`config.mk`:
```
export PLATFORM = sky130hd
export DESIGN_NAME = result_merger
export DESIGN_NICKNAME = d
export VERILOG_FILES = /design/src/rtl/merge_pkg.sv /design/src/rtl/retry_stage.sv /design/src/rtl/prio_arbiter.sv /design/src/rtl/result_merger.sv
export SDC_FILE = /design/constraint.sdc
export NUM_CORES = 1
export LEC_CHECK = 0
export BUFFER_PORTS_ARGS = -buffer_cell sky130_fd_sc_hd__buf_2
export CORE_UTILIZATION = 45
export CTS_CLUSTER_DIAMETER = 40
export CTS_CLUSTER_SIZE = 25
export DETAILED_ROUTE_END_ITERATION = 12
export GPL_TIMING_DRIVEN = 0
export SLEW_MARGIN = 20
export SYNTH_ARGS = -nofsm -noshare
export SYNTH_HDL_FRONTEND = slang
export SYNTH_HIERARCHICAL = 1
export SYNTH_SLANG_ARGS = --single-unit
```
`constraint.sdc`:
```
create_clock -name clk -period 15.4 [get_ports clk]
set_input_delay 4.62 -clock clk [delete_from_list [all_inputs] [get_ports clk]]
set_output_delay 4.62 -clock clk [all_outputs]
set_load 0.01 [all_outputs]
```
`src/rtl/merge_pkg.sv`:
```
package merge_pkg;
    typedef enum logic [1:0] {
        ST_EMPTY = 2'd0,
        ST_ONE   = 2'd1,
        ST_FULL  = 2'd2
    } stage_state_e;

    localparam int SRC_ADD  = 0;
    localparam int SRC_MUL  = 1;
    localparam int SRC_SQRT = 2;
    localparam int SRC_DIV  = 3;
endpackage

```
`src/rtl/retry_stage.sv`:
```
module retry_stage
    import merge_pkg::*;
#(
    parameter int W = 74
) (
    input  logic         clk,
    input  logic         rst_n,
    input  logic         in_valid,
    input  logic [W-1:0] in_data,
    output logic         out_retry,
    output logic         out_valid,
    output logic [W-1:0] out_data,
    input  logic         in_retry
);
    stage_state_e state_q, state_d;
    logic [W-1:0] main_q, spare_q;
    logic         ld_main_in, ld_main_spare, ld_spare;

    // next state and load controls
    always_comb begin
        state_d       = state_q;
        ld_main_in    = 1'b0;
        ld_main_spare = 1'b0;
        ld_spare      = 1'b0;
        unique case (state_q)
            ST_EMPTY: begin
                if (in_valid) begin
                    ld_main_in = 1'b1;
                    state_d    = ST_ONE;
                end
            end
            ST_ONE: begin
                if (!in_retry) begin
                    ld_main_in = in_valid;
                    state_d    = in_valid ? ST_ONE : ST_EMPTY;
                end else if (in_valid) begin
                    ld_spare = 1'b1;
                    state_d  = ST_FULL;
                end
            end
            ST_FULL: begin
                if (!in_retry) begin
                    ld_main_spare = 1'b1;
                    state_d       = ST_ONE;
                end
            end
            default: state_d = ST_EMPTY;
        endcase
    end

    // state register
    always_ff @(posedge clk or negedge rst_n) begin
        if (!rst_n) state_q <= ST_EMPTY;
        else        state_q <= state_d;
    end

    // data slots
    always_ff @(posedge clk) begin
        if (ld_main_in)         main_q <= in_data;
        else if (ld_main_spare) main_q <= spare_q;
        if (ld_spare)           spare_q <= in_data;
    end

    // outputs
    always_comb begin
        out_valid = (state_q != ST_EMPTY);
        out_retry = (state_q == ST_FULL);
        out_data  = main_q;
    end


    hold_on_retry_chk: assert property (@(posedge clk) disable iff (!rst_n)
        out_valid && in_retry |=> out_valid && $stable(out_data));


    retry_rise_chk: assert property (@(posedge clk) disable iff (!rst_n)
        $rose(out_retry) |-> $past(in_retry) && $past(in_valid));


    retry_drop_chk: assert property (@(posedge clk) disable iff (!rst_n)
        out_retry && !in_retry |=> !out_retry && out_valid);
endmodule

```
`src/rtl/prio_arbiter.sv`:
```
module prio_arbiter #(
    parameter int N = 4
) (
    input  logic         clk,
    input  logic         rst_n,
    input  logic [N-1:0] req,
    input  logic         block,
    output logic [N-1:0] grant
);
    always_comb begin
        grant = '0;
        if (!block) begin
            for (int i = N - 1; i >= 0; i--) begin
                if (req[i]) grant = N'(1) << i;
            end
        end
    end


    single_grant_chk: assert property (@(posedge clk) disable iff (!rst_n)
        $onehot0(grant));


    blocked_no_grant_chk: assert property (@(posedge clk) disable iff (!rst_n)
        block |-> grant == '0);


    generate
        for (genvar j = 1; j < N; j++) begin : g_prio
            prio_order_chk: assert property (@(posedge clk) disable iff (!rst_n)
                grant[j] |-> req[j-1:0] == '0);
        end
    endgenerate
endmodule

```
`src/rtl/result_merger.sv`:
```
module result_merger
    import merge_pkg::*;
#(
    parameter int N_SRC  = 4,
    parameter int DATA_W = 64,
    parameter int TAG_W  = 10
) (
    input  logic                    clk,
    input  logic                    rst_n,
    input  logic [N_SRC-1:0]        src_valid,
    input  logic [N_SRC*DATA_W-1:0] src_data,
    input  logic [N_SRC*TAG_W-1:0]  src_tag,
    output logic [N_SRC-1:0]        src_retry,
    output logic                    res_valid,
    output logic [DATA_W-1:0]       res_data,
    output logic [TAG_W-1:0]        res_tag,
    input  logic                    res_retry
);
    localparam int PW = DATA_W + TAG_W;

    logic [N_SRC-1:0] st_valid;
    logic [PW-1:0]    st_data [N_SRC];
    logic [N_SRC-1:0] grant;
    logic             out_full;
    logic [PW-1:0]    pick;
    logic [PW-1:0]    res_word;

    generate
        for (genvar i = 0; i < N_SRC; i++) begin : g_src
            retry_stage #(.W(PW)) i_stage (
                .clk      (clk),
                .rst_n    (rst_n),
                .in_valid (src_valid[i]),
                .in_data  ({src_data[i*DATA_W +: DATA_W], src_tag[i*TAG_W +: TAG_W]}),
                .out_retry(src_retry[i]),
                .out_valid(st_valid[i]),
                .out_data (st_data[i]),
                .in_retry (~grant[i])
            );


            loser_holds_chk: assert property (@(posedge clk) disable iff (!rst_n)
                st_valid[i] && !grant[i] |=> st_valid[i] && $stable(st_data[i]));
        end
    endgenerate

    prio_arbiter #(.N(N_SRC)) i_arb (
        .clk  (clk),
        .rst_n(rst_n),
        .req  (st_valid),
        .block(out_full),
        .grant(grant)
    );

    always_comb begin
        pick = '0;
        for (int i = 0; i < N_SRC; i++) begin
            if (grant[i]) pick = pick | st_data[i];
        end
    end

    retry_stage #(.W(PW)) i_out (
        .clk      (clk),
        .rst_n    (rst_n),
        .in_valid (|grant),
        .in_data  (pick),
        .out_retry(out_full),
        .out_valid(res_valid),
        .out_data (res_word),
        .in_retry (res_retry)
    );

    assign res_data = res_word[PW-1:TAG_W];
    assign res_tag  = res_word[TAG_W-1:0];


    pass_through_chk: assert property (@(posedge clk) disable iff (!rst_n)
        (|grant) |=> res_valid);
endmodule

```
==> impl_results.md <==
* Die width at between 200 and 300 µm
* Detailed Place HPWL at slightly above 50,000 µm
* Vias post-DR at 15,700
* Via-to-Cell Ratio at approximately 5.2
* Register-to-Register Path Depth at 10
* CP startpoint kind: flip-flop
* Max VDD drop at roughly 0.12 mV
* Global-route wire length before repair at between 100,000 and 150,000 µm
* Leak pwr at between 10 and 15 nW
* Htree depth at 3
* Unique cell type count in the Yosys netlist at 28
* Clock Latency Late Sink at 0.65 ns
* RSZ-0062 raised after global routing: false
* Clk slew on worst S/H paths at roughly 0.050 ns
* Period utilization at about 40%
* WL per Instance at 24.3 µm
* CTS tree: done
* Synth-to-Final Area Change at 25.9%
* Top_reg_cell synth: edfxtp_1
* Layout cells sized above 1 at roughly half
* Antenna violations before repair at 34
* Wirelength, routed at around 73,000 µm
* Largest net degree at the start of global routing at 25
* Register area share after synthesis at between 70% and 80%
* Final Worst Setup Slack at slightly above 9 ns
* Worst Skew at roughly 0.024 ns
* Die Height at 262 µm
* Power Density at roughly 230 nW/µm²
* Root Buffer: clkbuf_16
* Clock sinks at 750
* Fin nets at around 2,300
* Hold path cells at 1
* Core ar. at about 66,000 µm²
* Fin crit period at 6.19 ns
* Hold/Removal Path Class: flip-flop to flip-flop
* CP Class: flip-flop to output pin
* Post-CTS Hold Fix Bufs at 0
* Gpl congestion at roughly 0.8
* Number of I/O pins at about 380
* Post CTS Setup Buffer Count at 0
* DR iter-0 viols at 932
* Switch Pwr at 2.67 mW
* Outcome: finished, final reports clean
* Post-Syn Nets at roughly 1,800
* Total die area at 68,700 µm²
* Sequential power share at between 30% and 40%
* Post-synth EDFFs at between 700 and 800
* Crit. End Element: output pin
* Drt drc at 0
* Finished Layout Cells at roughly 3,000
* GRT Resource Usage Total at around a fifth
* Internal at between 6 and 7 mW
* Final core utilization at between 50% and 60%
* CTS Buffer Depth at 3
* Final hold vios at 0
* Required time worst endpoint at ~11 ns
* Max Fanout on Critical Path at 6
* Sw Ratio at ~30%
* Worst slack, placed at approximately 9 ns
* Final Max Slew Viols at 0
* Num rows at 94
* Number of global-route vias before repair at 16,400
* Gr ovfl total at 0
* Logic gate share of total power at about a third
* CP Data Arrival Time at approximately 1.6 ns
* Post-route ant nets at 0
* Initial core utilization at between 40% and 50%
* Synth warn at 6
* Slew @ Worst Pin at about 0.8 ns
* Setup-failing EPs final at 0
* Post_cts resized at 0
* Clock power share at 28.3%
* Cells after Synth at ~1,500
* Cell area after synthesis at roughly 30,000 µm²
* Placed Instances at 2,778
* Drt pass-1 iters at 5
* Max_slew headroom at a little under half
* Max Cap Violations at 0
* Port bufs at about 380
* FFs w/ async S/R, synth at 1.33%
* Fill count at 5,055
* Syn avg cell area at just over 20 µm²
* Max Fclk at roughly 0.16 GHz
* Cts bufs inserted at 110
* FF+latch count, synth at between 700 and 800
## sequential cells by signal (all words and copies together) (netlist names)
| name | cells |
|---|---|
| g_src.i_stage/out_data | 296 |
| i_out/state_q | 2 |
| i_out/spare_q | 74 |
| g_src.i_stage/state_q | 8 |
| g_src.i_stage/spare_q | 296 |
| i_out/out_data | 74 |
## final timing paths
path	start	end	slack (ns)
worst min register to register	g_src[0].i_stage/spare_q[73]$_DFFE_PP_	g_src[0].i_stage/out_data[73]$_DFFE_PP_	0.53
worst max-delay path	i_out/state_q[1]$_DFFE_PN0P_	res_valid	9.21
worst min-delay path	g_src[0].i_stage/spare_q[73]$_DFFE_PP_	g_src[0].i_stage/out_data[73]$_DFFE_PP_	0.53
max in group asynchronous	rst_n	i_out/state_q[1]$_DFFE_PN0P_	11.34
min in group asynchronous	rst_n	g_src[0].i_stage/state_q[1]$_DFFE_PN0P_	3.85
worst max register to register	g_src[0].i_stage/state_q[0]$_DFFE_PN0P_	i_out/spare_q[1]$_DFFE_PP_	11.45
## through the flow
step | total power [mW] | setup TNS [ns] | area, µm² | hold WS, ns
final | 8.94 | 0 | 38300 | 0.532
after global routing | 9.33 | 0 | 38300 | 0.542
after CTS | 9.05 | 0 | 38300 | 0.531
after detailed placement | 6.49 | 0 | 34500 | 0.531
after global placement | 6.38 | -62.67 | 33400 | 0.529
after floorplan | 5.45 | 0 | 30400 | 0.521
## power groups by stage
stage                     logic, mW  clock network, mW  registers [mW]
after floorplan                1.77                  0            3.67
after global placement         2.57                  0            3.81
final                          2.90               2.53            3.51
after CTS                      2.96               2.58            3.52
after detailed placement       2.94                  0            3.55
after global routing           3.10               2.67            3.57
## cell usage after synthesis, types with 4 or more instances
| cell | n | area share (%) |
|---|---|---|
| edfxtp_1 | 740 | 73 |
| mux2_4 | 245 | 12 |
| a22oi_1 | 148 | 3.6 |
| mux2_2 | 125 | 4.6 |
| nand2_1 | 79 | 0.97 |
| buf_12 | 30 | 2.0 |
| buf_2 | 16 | 0.26 |
| buf_6 | 14 | 0.52 |
| buf_4 | 12 | 0.30 |
| dfrtp_1 | 10 | 0.82 |
| nor2b_1 | 10 | 0.21 |
| nand2b_1 | 6 | 0.12 |
| a21o_1 | 5 | 0.12 |
| a21oi_1 | 5 | 0.082 |
| nand2_2 | 5 | 0.10 |
| nand2_4 | 5 | 0.18 |
| nor2_1 | 5 | 0.062 |
| nor2b_4 | 5 | 0.23 |
| o21ai_0 | 5 | 0.082 |
| o32a_1 | 5 | 0.16 |
| or2_2 | 5 | 0.10 |
| or2b_1 | 5 | 0.12 |
| inv_1 | 4 | 0.049 |
## cell families after synthesis
logic type | Yosys count | synth area share [%]
flip-flops | 750 | 73.8
multiplexers | 370 | 16.7
AO/OA/AOI/OAI | 168 | 4.10
AND/OR/NAND/NOR | 130 | 2.27
buffers and inverters | 76 | 3.10
## cell usage in the layout (no fill, tap or decap), drive strengths merged, types with 12 or more instances in the layout
master / instances
bufinv: 15
clkinv: 45
edfxtp: 740
nor2b: 15
inv: 19
diode: 12
clkbuf: 120
nand2: 89
buf: 492
mux2: 370
a22oi: 148
## area by class of cell
type | instances | area (µm²) | area share [%]
tap | 864 | 1080 | 2.82
antenna | 12 | 30.0 | 0.0784
buffer | 72 | 928 | 2.42
sequential | 750 | 22500 | 58.6
clock inverter | 85 | 1000 | 2.62
timing repair buffer | 420 | 2880 | 7.51
multi-input combinational | 668 | 7120 | 18.6
clock buffer | 120 | 2790 | 7.28
inverter | 4 | 15.0 | 0.0392
## metal layers
layer | wire (µm) | part of all wire [%] | GRT usage, % | vias to the layer above
met4 | 1490 | 2.0 | 5.99 | 48
met5 | 325 | 0.45 | 0 | -
li1 | - | - | - | 7144
met1 | 29600 | 41 | 26.5 | 7934
met2 | 36300 | 50 | 35.0 | 442
met3 | 5140 | 7.1 | 6.46 | 150
## critical path: stages, from the launching register on
cell     delay [ns]
dfrtp_1        0.46
or2_2          0.30
buf_2          0.17
No activity file was read; power rests on OpenSTA's default activity.
